<file path="src/rtl/sg_pkg.sv">
package sg_pkg;
  typedef enum logic [1:0] {
    VD_NONE  = 2'd0,
    VD_GRANT = 2'd1,
    VD_DENY  = 2'd2
  } verdict_e;

  function automatic int idx_bits(input int n);
    return (n > 1) ? $clog2(n) : 1;
  endfunction
endpackage

</file>
<file path="src/rtl/sg_flag_bank.sv">
module sg_flag_bank #(
  parameter int N_SECT = 6,
  localparam int IDX_W = sg_pkg::idx_bits(N_SECT)
) (
  input  logic              clk,
  input  logic              rst,
  input  logic              wr_en,
  input  logic [IDX_W-1:0]  wr_idx,
  input  logic              wr_val,
  input  logic [IDX_W-1:0]  rd_idx,
  output logic              rd_prot,
  output logic              rd_valid,
  output logic [N_SECT-1:0] prot_vec
);
  // one register per sector, each with its own write decode
  for (genvar g = 0; g < N_SECT; g++) begin : g_bit
    always_ff @(posedge clk) begin
      if (rst)
        prot_vec[g] <= 1'b0;
      else if (wr_en && (wr_idx == IDX_W'(g)))
        prot_vec[g] <= wr_val;
    end
  end

  always_comb begin
    rd_valid = (int'(rd_idx) < N_SECT);
    rd_prot  = 1'b0;
    for (int i = 0; i < N_SECT; i++)
      if (rd_idx == IDX_W'(i))
        rd_prot = prot_vec[i];
  end
endmodule

</file>
<file path="src/rtl/sg_lift.sv">
module sg_lift #(
  parameter int N_SECT = 6,
  localparam int IDX_W = sg_pkg::idx_bits(N_SECT),
  localparam logic [IDX_W-1:0] LAST_IDX = IDX_W'(N_SECT - 1)
) (
  input  logic [IDX_W-1:0] idx,
  input  logic             hv_unlock,
  input  logic             wp_n,
  output logic             lift
);
  logic outer;

  always_comb begin
    outer = (idx == '0) || (idx == LAST_IDX);
    // the lift applies unless write-protect holds an outer sector
    lift  = hv_unlock && !(!wp_n && outer);
  end
endmodule

</file>
<file path="src/rtl/sg_verdict.sv">
module sg_verdict
  import sg_pkg::*;
(
  input  logic clk,
  input  logic rst,
  input  logic req,
  input  logic valid,
  input  logic prot,
  input  logic lift,
  output logic grant,
  output logic deny
);
  verdict_e nxt;

  always_comb begin
    if (!req)
      nxt = VD_NONE;
    else if (!valid)
      nxt = VD_DENY;
    else if (prot && !lift)
      nxt = VD_DENY;
    else
      nxt = VD_GRANT;
  end

  always_ff @(posedge clk) begin
    if (rst) begin
      grant <= 1'b0;
      deny  <= 1'b0;
    end else begin
      grant <= (nxt == VD_GRANT);
      deny  <= (nxt == VD_DENY);
    end
  end
endmodule

</file>
<file path="src/rtl/sect_guard.sv">
module sect_guard #(
  parameter int N_SECT = 6,
  localparam int IDX_W = sg_pkg::idx_bits(N_SECT)
) (
  input  logic             clk,
  input  logic             rst,
  input  logic             flag_we,
  input  logic [IDX_W-1:0] flag_idx,
  input  logic             flag_val,
  input  logic             op_req,
  input  logic [IDX_W-1:0] op_idx,
  input  logic             hv_unlock,
  input  logic             wp_n,
  output logic             grant,
  output logic             deny
);
  logic              sel_prot;
  logic              sel_valid;
  logic              sel_lift;
  logic [N_SECT-1:0] prot_vec;

  sg_flag_bank #(.N_SECT(N_SECT)) bank_i (
    .clk      (clk),
    .rst      (rst),
    .wr_en    (flag_we),
    .wr_idx   (flag_idx),
    .wr_val   (flag_val),
    .rd_idx   (op_idx),
    .rd_prot  (sel_prot),
    .rd_valid (sel_valid),
    .prot_vec (prot_vec)
  );

  sg_lift #(.N_SECT(N_SECT)) lift_i (
    .idx       (op_idx),
    .hv_unlock (hv_unlock),
    .wp_n      (wp_n),
    .lift      (sel_lift)
  );

  sg_verdict verdict_i (
    .clk   (clk),
    .rst   (rst),
    .req   (op_req),
    .valid (sel_valid),
    .prot  (sel_prot),
    .lift  (sel_lift),
    .grant (grant),
    .deny  (deny)
  );
endmodule

</file>
<file path="config.mk">
export PLATFORM = sky130hd
export DESIGN_NAME = sect_guard
export DESIGN_NICKNAME = d
export VERILOG_FILES = /design/src/rtl/sg_pkg.sv /design/src/rtl/sg_flag_bank.sv /design/src/rtl/sg_lift.sv /design/src/rtl/sg_verdict.sv /design/src/rtl/sect_guard.sv
export SDC_FILE = /design/constraint.sdc
export NUM_CORES = 1
export LEC_CHECK = 0
export BUFFER_PORTS_ARGS = -buffer_cell sky130_fd_sc_hd__buf_2
export CORE_AREA = 2 2 43 45
export DETAILED_ROUTE_END_ITERATION = 6
export DIE_AREA = 0 0 45 47
export PLACE_DENSITY = 0.56
export SLEW_MARGIN = 20
export SYNTH_ARGS = -nofsm -noshare
export SYNTH_HDL_FRONTEND = slang
export SYNTH_SLANG_ARGS = --single-unit
</file>
<file path="constraint.sdc">
create_clock -name clk -period 1.55 [get_ports clk]
set_clock_uncertainty 0.05 [all_clocks]
set_input_delay 0.155 -clock clk [delete_from_list [all_inputs] [get_ports clk]]
set_output_delay 0.155 -clock clk [all_outputs]
set_load 0.02 [all_outputs]
</file>
### Word level (Yosys, flattened, before mapping)

Index checks and enable logic that the tools add are counted.

| operators by class | value |
|---|---|
| mux-type cells | 9 |
| equality and inequality tests | 12 |
| reductions and logical operators | 15 |
| magnitude comparators | 1 |

Operator list:

| kind | count |
|---|---|
| 3-bit by 2-bit == test with 1-bit output, second input constant | 4 |
| 3-bit == test, second input constant | 4 |
| 1-bit logical AND | 9 |
| 3-bit by 1-bit == test with 1-bit output, second input constant | 2 |
| 3-bit logical NOT | 2 |
| 1-bit two-way mux | 6 |
| 2-bit two-way mux | 3 |
| 1-bit logical NOT | 3 |
| 3-bit less-than comparator, second input constant | 1 |
| 2-bit by 1-bit == test with 1-bit output, second input constant | 1 |
| 2-bit == test, second input constant | 1 |
| 1-bit logical OR | 1 |

| storage, ports and cells | value |
|---|---|
| output and inout port bits | 2 |
| register bits | 8 |

### Depth between registers and ports, before layout

Gate-level depths: netlist of the first run.

| depth | value |
|---|---|
| word-level depth | 12 |
| gate-level depth with buffers | 3 |
| mapped depth without buffers | 3 |

### By module

A second synthesis of the first run with hierarchy kept.

| unflattened totals | value |
|---|---|
| cell total of the unflattened synthesis | 37 |
| area, all modules | 410.4 um^2 |

By module, submodules not included:

| module | instances | cells each | sequential area each (um^2) | area each (um^2) |
|---|---|---|---|---|
| sg_flag_bank | 1 | 29 | 120.1 | 317.8 |
| sg_verdict | 1 | 6 | 40.0 | 75.1 |
| sg_lift | 1 | 2 | 0.0 | 17.5 |

### Worst setup path after synthesis of the first run

Ideal clock, no wire load.

| timing path | value |
|---|---|
| path type | register to register |
| from | register bank_i.prot_vec[3] |
| to | register verdict_i.deny |
| clock period less this slack | 1.068 ns |
| required time | 1.366 ns |
| library setup time | 0.134 ns |
| setup slack | 0.482 ns |
| arrival | 0.883 ns |
| buffers on the path | 0 |
| stages on the path, launching flop included | 4 |
| cell sequence | dfxtp_1 -> mux2_1 -> a31oi_1 -> a2111oi_2 |

| on the way | value |
|---|---|
| word-level cells in the longest chain between the ends | 8 |

RTL lines:

| what | RTL line | text |
|---|---|---|
| from (decl) | sg_flag_bank.sv:13 | `output logic [N_SECT-1:0] prot_vec` |
| from (signal, indexed assignment) | sg_flag_bank.sv:21 | `prot_vec[g] <= wr_val;` |
| 1-bit two-way mux (3 in series) | sg_flag_bank.sv:29 | `if (rd_idx == IDX_W'(i))` |
| 1-bit logical AND | sg_verdict.sv:20 | `else if (prot && !lift)` |
| 2-bit two-way mux | sg_verdict.sv:20 |  |
| 2-bit two-way mux | sg_verdict.sv:18 | `else if (!valid)` |
| 2-bit two-way mux | sg_verdict.sv:16 | `if (!req)` |
| 2-bit == test | sg_verdict.sv:32 | `deny <= (nxt == VD_DENY);` |
| to (signal assigned) | sg_verdict.sv:32 |  |
| to (decl) | sg_verdict.sv:11 | `output logic deny` |

No other way between the ends.
A chain may end at the register's enable or synchronous reset.

### Worst setup path in the final report of the first run

Ends and elaborated chain as after synthesis.

==> impl_metrics.tcl, run 1 <==
set metrics [dict create \
    ff_latch_area_sq_um 160 \
    grt_pass1_wl_um 1660 \
    switching_share 0.250 \
    port_buffers 14 \
    min_to "verdict_i.deny" \
    p_leak_uw 0.000248 \
    setup-violations-final 0 \
    dr.pass1.iters 3 \
    grt.total_usage 0.114 \
    cap_violations 0 \
    core-area_sq_um 1650 \
    cp_max_fo 2 \
    num_antenna_cells 0 \
    postCtsHoldBufs 0 \
    cts_resized 0 \
    viasPerCell 5.19 \
    ys_seq_elements 8 \
    fin_tns_setup_ps 0 \
    r2r-end "verdict_i.deny" \
    htree_levels 1 \
    grt_max_degree 10 \
    fp.dieArea_sq_um 2120 \
    p_comb_frac 0.150 \
    synth_cells 42 \
    cts_root_buffer "clkbuf_4" \
    min_path_cells 3 \
    max-vdd-ir-drop_uv 430 \
    drive_above_1_share 0.362 \
    syn-cell-area_sq_um 433 \
    cts_tree "done" \
    gp_congestion 0.647 \
    initial_core_util 0.262 \
    avgSynthCellArea_sq_um 10.3 \
    setup_ws_ps 401 \
    r2r.worst_path.cells 3 \
    cp_data_required_time_ps 1630 \
    area_growth_syn_to_layout_pct 25.4 \
    fin_nets 73 \
    slew_viol_final 0 \
    grt_pass1_vias 370 \
    crit_type "reg -> reg" \
    min_period_over_period 0.741 \
    crit_start "bank_i.prot_vec[3]" \
    worst_slew_pin_slew_ps 390 \
    r2r-start "bank_i.prot_vec[3]" \
    pwr-share-seq 0.485 \
    layout_common_cells "14 x buf_2, 8 x nor2_1, 8 x dfxtp_1" \
    ant_nets 0 \
    place_ws_ps 390 \
    die_h_um 47 \
    clockBufferDepth 2 \
    cp-start-kind "flip-flop" \
    drtIter0Drc 8 \
    fp.dieW_um 45 \
    clock.fmax_mhz 870 \
    cts_buffers 3 \
    post-route-drc-count 0 \
    num_rows 15 \
    drt-total-wl_um 953 \
    p_int_uw 332 \
    synth_nets 55 \
    vias 389 \
    dp_hpwl_um 697 \
    p_per_area_nw_per_um2 815 \
    maxSlewHeadroom 0.733 \
    min_period_ps 1150 \
    clk_latency_ps 260 \
    rsz0062_at_grt "false" \
    status "finished clean" \
    antenna_found_initial 0 \
    hp-class "in -> reg" \
    nFillCells 186 \
    overflow 0 \
    layout.cells.most_common "buf_2" \
    clk_pin_slew_ps 50 \
    ff2ff_setup_slack_ps 400 \
    io_pins 15 \
    wl_per_cell_um 12.7 \
    multi_input_area_sq_um 258 \
    switchingPower_uw 111 \
    synth_cell_types 18 \
    hold_viol_final 0 \
    clock_sinks 8 \
    clkPwrFrac 0.365 \
    postCtsSetupBuffers 0 \
    hp-start "op_req" \
    yosys_warnings 0 \
    arrival_ps 1230 \
    endpoint_kind "flip-flop" \
    ys_seq_area_frac 0.370 \
]
[critical path, stage by stage, from the launching register on]
cell and delay, ps:
dfxtp_1 310, mux2_1 290, a31oi_1 260, a2111oi_2 110
[cell type report]
class                      instances  area share
tap                               17      0.0392
multi-input combinational         30       0.475
inverter                           3      0.0207
timing repair buffer              14       0.129
clock buffer                       3      0.0415
sequential                         8       0.295
[how the worst max path moves through the flow]
stage                            endpoint  slack [ps]  depth (start not counted)
final                      verdict_i.deny         400                          3
after global routing       verdict_i.deny         360                          3
after CTS                  verdict_i.deny         400                          3
after detailed placement   verdict_i.deny         390                          4
after global placement    verdict_i.grant         410                          4
after floorplan            verdict_i.deny         480                          3
[cell usage after synthesis]
| library cell | instances | share of area |
|---|---|---|
| buf_1 | 1 | 0.0087 |
| dfxtp_1 | 8 | 0.37 |
| nand2_1 | 1 | 0.0087 |
| nor2_1 | 8 | 0.069 |
| a2111oi_0 | 1 | 0.020 |
| a21oi_1 | 1 | 0.012 |
| mux2_1 | 1 | 0.026 |
| a221oi_2 | 1 | 0.035 |
| a21bo_1 | 1 | 0.023 |
| and4bb_2 | 1 | 0.029 |
| nor4b_2 | 1 | 0.035 |
| a2111oi_2 | 1 | 0.035 |
| nand4b_1 | 2 | 0.040 |
| inv_1 | 3 | 0.026 |
| mux2i_1 | 6 | 0.14 |
| and4bb_1 | 3 | 0.087 |
| a31oi_1 | 1 | 0.014 |
| a32o_1 | 1 | 0.023 |
[logic make-up (layout without fill, tap and decap cells)]
group	after synthesis	after routing	synth area share
compound gates	7	7	0.162
buf+inv	4	20	0.0347
simple gates	16	16	0.269
flops	8	8	0.370
mux	7	7	0.165
[sequential cells by signal, summed over array words and instances, names as in the netlist]
signal,flops
verdict_i.grant,1
bank_i.prot_vec,6
verdict_i.deny,1
[routing by layer]
layer / part of all wire / up-vias / routed length, um / track usage
li1: - / 194 / - / -
met1: 0.43 / 180 / 411 / 0.137
met2: 0.49 / 11 / 467 / 0.171
met3: 0.068 / 4 / 65 / 0.0577
met4: 0.010 / 0 / 10 / 0.0529
met5: 0 / - / 0 / 0
[power by group through the flow]
| stage | registers, uW | clock network (uW) | logic [uW] |
|---|---|---|---|
| floorplan | 222 | 0 | 30.5 |
| global placement | 219 | 0 | 64.9 |
| detailed placement | 219 | 0 | 66.2 |
| CTS | 215 | 171 | 67.1 |
| global route | 215 | 180 | 74.9 |
| finish | 215 | 161 | 66.5 |
[stage by stage]
stage                     total power [uW]   util  hold WS, ps  area (sq um)  instances
final                                  442  0.329          118           543         75
after global routing                   470  0.329          111           543         75
after CTS                              452  0.329          103           543         75
after detailed placement               285  0.315          383           520         72
after global placement                 284  0.315          376           520         72
after floorplan                        252      -          249           433         42
No activity file was read; power rests on OpenSTA's default activity.
==> run 2, diff against run 1 <==
PLACE_DENSITY = 0.57   (was 0.56)
clock period = 0.9 ns   (was 1.55 ns; I/O delays follow)
==> impl_metrics.tcl, run 2 (synthesized netlist as in run 1, its figures left out) <==
set metrics [dict create \
    fin_nets 77 \
    core-area_sq_um 1650 \
    place_ws_ps -198 \
    area_growth_syn_to_layout_pct 37.9 \
    worst_slew_pin_slew_ps 461 \
    nFillCells 185 \
    dr.pass1.iters 2 \
    setup-violations-final 2 \
    crit_family "compound AO/OA/AOI/OAI gates" \
    antenna_found_initial 0 \
    maxSlewHeadroom 0.684 \
    p_comb_frac 0.171 \
    hp-class "in -> reg" \
    pwr-share-seq 0.476 \
    switchingPower_uw 193 \
    ff2ff_setup_slack_ps -200 \
    post-route-drc-count 0 \
    io_pins 15 \
    slew_viol_final 0 \
    grt_pass1_vias 349 \
    hold_viol_final 0 \
    p_leak_uw 0.000273 \
    largest_register_ffs 6 \
    path_cells "a21bo_1 -> a221oi_2 -> a32o_1" \
    min_period_over_period 1.22 \
    gp_congestion 0.733 \
    dp_hpwl_um 743 \
    fp.dieW_um 45 \
    p_per_area_nw_per_um2 1300 \
    min_period_ps 1100 \
    layout_common_cells "14 x buf_2, 8 x nor2_1, 6 x mux2i_1" \
    postCtsHoldBufs 0 \
    rsz0062_at_grt "true" \
    grt_pass1_wl_um 1520 \
    clk_pin_slew_ps 60 \
    cap_violations 0 \
    switching_share 0.248 \
    wl_per_cell_um 12.3 \
    cpPeakStageDelay_ps 320 \
    num_antenna_cells 0 \
    grt_max_degree 9 \
    cpMaxStageDelayCell "dfxtp_2" \
    crit_type "reg -> reg" \
    cp_max_fo 2 \
    clock_sinks 8 \
    grt.total_usage 0.102 \
    endpoint_kind "flip-flop" \
    clk_latency_ps 250 \
    fp.dieArea_sq_um 2120 \
    clockBufferDepth 2 \
    cp-start-kind "flip-flop" \
    setup_ws_ps -196 \
    cts_buffers 3 \
    port_buffers 14 \
    p_int_uw 584 \
    htree_levels 1 \
    max-vdd-ir-drop_uv 557 \
    clkPwrFrac 0.352 \
    largest-register "bank_i.prot_vec" \
    drive_above_1_share 0.500 \
    cts_root_buffer "clkbuf_4" \
    ant_nets 0 \
    vias 385 \
    overflow 0 \
    fin_tns_setup_ps -346 \
    status "complete, but fails checks" \
    drtIter0Drc 4 \
    cp_data_required_time_ps 1050 \
    critPathBufInv 0 \
    drt-total-wl_um 974 \
    viasPerCell 4.87 \
    layout.cells.most_common "buf_2" \
    top_regs "bank_i.prot_vec x6, verdict_i.deny x1, verdict_i.grant x1" \
    violations "negative setup slack" \
    initial_core_util 0.262 \
    die_h_um 47 \
    clock.fmax_mhz 912 \
    cts_tree "done" \
    arrival_ps 1240 \
    num_rows 15 \
]
run 2: path summary, 6_finish.rpt:
check,startpoint,end,cells after the start
worst min-delay path,op_req,verdict_i.grant,2
worst min register to register,bank_i.prot_vec[1],bank_i.prot_vec[1],2
worst max-delay path,bank_i.prot_vec[5],verdict_i.grant,3
worst max register to register,bank_i.prot_vec[5],verdict_i.grant,3
run 2: timing repair:
action,4_1_cts,5_1_grt
pin swaps,3,1
cloned,0,0
buffers inserted,0,0
setup endpoints to repair,2,2
resized for setup,4,2
run 2: stage by stage:
step	util	hold slack, ps	power, uW	instance area, sq um	cells
after CTS	0.355	50.5	784	587	79
after detailed placement	0.337	317	506	557	76
after floorplan	-	184	435	439	42
after global routing	0.361	69.6	818	597	79
after global placement	0.337	322	503	557	76
final	0.361	53.3	777	597	79
run 2: layout make-up:
type	count	area, sq um	area share
multi-input cells	30	277	0.463
flip-flops and latches	8	165	0.277
repair buffers	18	100	0.168
clock buffers	3	22.5	0.0377
well taps	17	21.3	0.0356
inverters	3	11.3	0.0189
run 2: power groups by stage:
stage	Clock, uW	Sequential (uW)	Combinational (uW)
after floorplan	0	382	53.1
after global placement	0	377	127
after detailed placement	0	377	129
after CTS	283	370	131
after global routing	300	371	147
final	274	370	133
run 2: layer usage:
metal,wire length (um),up-vias,global-route usage
met5,0,-,0
met4,0,0,0.0529
met3,69,0,0.0269
met2,442,13,0.149
met1,462,173,0.140
li1,-,199,-
==> run 3, diff against run 2 <==
PLACE_DENSITY = not set   (was 0.57)
==> impl_metrics.tcl, run 3 (synthesized netlist as in run 1, its figures left out) <==
set metrics [dict create \
    status "complete, but fails checks" \
    violations "negative setup slack" \
    cpMaxStageDelayCell "dfxtp_2" \
    clock.fmax_mhz 910 \
    met3_usage 0.0269 \
    clock_sinks 8 \
    clk_pin_slew_ps 60 \
    postCtsHoldBufs 0 \
    setup-violations-final 2 \
    top_regs "bank_i.prot_vec x6, verdict_i.deny x1, verdict_i.grant x1" \
    area_growth_syn_to_layout_pct 32.7 \
    initial_core_util 0.262 \
    endpoint_kind "flip-flop" \
    p_leak_uw 0.000263 \
    grt_most_used_layer "met2" \
    rsz0062_at_grt "true" \
    crit_family "compound AO/OA/AOI/OAI gates" \
    min_period_ps 1100 \
    dr.pass1.iters 2 \
    hold_viol_final 0 \
    dpl-instance-area_sq_um 549 \
    layout.cells.most_common "buf_2" \
    num_antenna_cells 0 \
    cts_tree "done" \
    cp_data_required_time_ps 1040 \
    fin_nets 76 \
    viasPerCell 4.96 \
    hp-class "in -> reg" \
    die_h_um 47 \
    dp_hpwl_um 744 \
    fp.dieW_um 45 \
    port_buffers 14 \
    max-vdd-ir-drop_uv 407 \
    stdcell_area_sq_um 574 \
    arrival_ps 1240 \
    crit_type "reg -> reg" \
    dp.cells 75 \
    cpPeakStageDelay_ps 320 \
    cap_violations 0 \
    worst_slew_pin_slew_ps 411 \
    clk_latency_ps 250 \
    cp-start-kind "flip-flop" \
    cts_buffers 3 \
    clockBufferDepth 2 \
    grt_util_met1 0.101 \
    vias 387 \
    utilization 0.348 \
    wl_per_cell_um 11.4 \
    layout_common_cells "14 x buf_2, 8 x nor2_1, 7 x dfxtp_1" \
    io_pins 15 \
    largest_register_ffs 6 \
    ant_nets 0 \
    overflow 0 \
    cts_root_buffer "clkbuf_4" \
    largest-register "bank_i.prot_vec" \
    r2r.worst_path.cells 3 \
    min_path_cells 2 \
    slew_viol_final 0 \
    grt_pass1_wl_um 1290 \
    cp.depth 3 \
    drive_above_1_share 0.426 \
    path_cells "a21bo_1 -> a221oi_2 -> a32o_1" \
    critPathBufInv 0 \
    drt-total-wl_um 887 \
    gp_congestion 0.682 \
    drtIter0Drc 5 \
    instances_no_fill 78 \
    grt_pass1_vias 324 \
    grt.total_usage 0.0877 \
    num_rows 15 \
    htree_levels 1 \
    cp_max_fo 2 \
    min_period_over_period 1.22 \
    p_per_area_nw_per_um2 1320 \
    grt_max_degree 9 \
    post-route-drc-count 0 \
    antenna_found_initial 0 \
    grtUsageMet2 0.134 \
    fp.dieArea_sq_um 2120 \
    setup_ws_ps -198 \
    maxSlewHeadroom 0.725 \
    fin_tns_setup_ps -366 \
    core-area_sq_um 1650 \
]
==> run 3: changes by cell type in the layout (fill, tap and decap cells not counted) <==
cell and change:
a2111oi_0 -1, a2111oi_1 +1, a31oi_2 +1, a31oi_4 -1
buf_4 -1, dfxtp_1 +3, dfxtp_2 -3, mux2_1 +1
mux2_4 -1
==> run 3: worst paths after layout <==
kind | slack [ps] | startpoint | endpoint
hold reg to reg | 440 | bank_i.prot_vec[2] | bank_i.prot_vec[2]
setup / recovery | -200 | bank_i.prot_vec[5] | verdict_i.grant
setup reg to reg | -200 | bank_i.prot_vec[5] | verdict_i.grant
hold / removal | 60 | op_req | verdict_i.grant
==> run 3: what timing repair did <==
| item | in CTS | in global routing |
|---|---|---|
| setup endpoints to repair | 2 | 2 |
| resized for setup | 1 | 1 |
| buffers inserted | 0 | 0 |
| hold endpoints to repair | 0 | 0 |
==> run 3: layer usage <==
layer	up-vias	part of all wire
li1	199	-
met1	175	0.44
met2	11	0.47
met3	2	0.070
met4	0	0.020
met5	-	0
==> run 3: through the flow <==
step                power [uW]  setup slack, ps  hold slack (ps)
global route               807             -252             61.2
detailed placement         502             -213              319
floorplan                  435             -122              184
CTS                        772             -217             55.2
global placement           500             -206              324
finish                     761             -198             57.5
==> run 3: final cells by class <==
type	instances	area (sq um)
clock buffer	3	22.5
timing repair buffer	17	92.6
multi-input combinational	30	265
inverter	3	11.3
tap	17	21.3
fill	186	1080
sequential	8	161
==> run 3: power breakdown <==
| part | internal [uW] | switching, uW | total, uW |
|---|---|---|---|
| clock network | 152 | 114 | 267 |
| logic | 62.0 | 62.5 | 125 |
| registers | 365 | 4.19 | 369 |
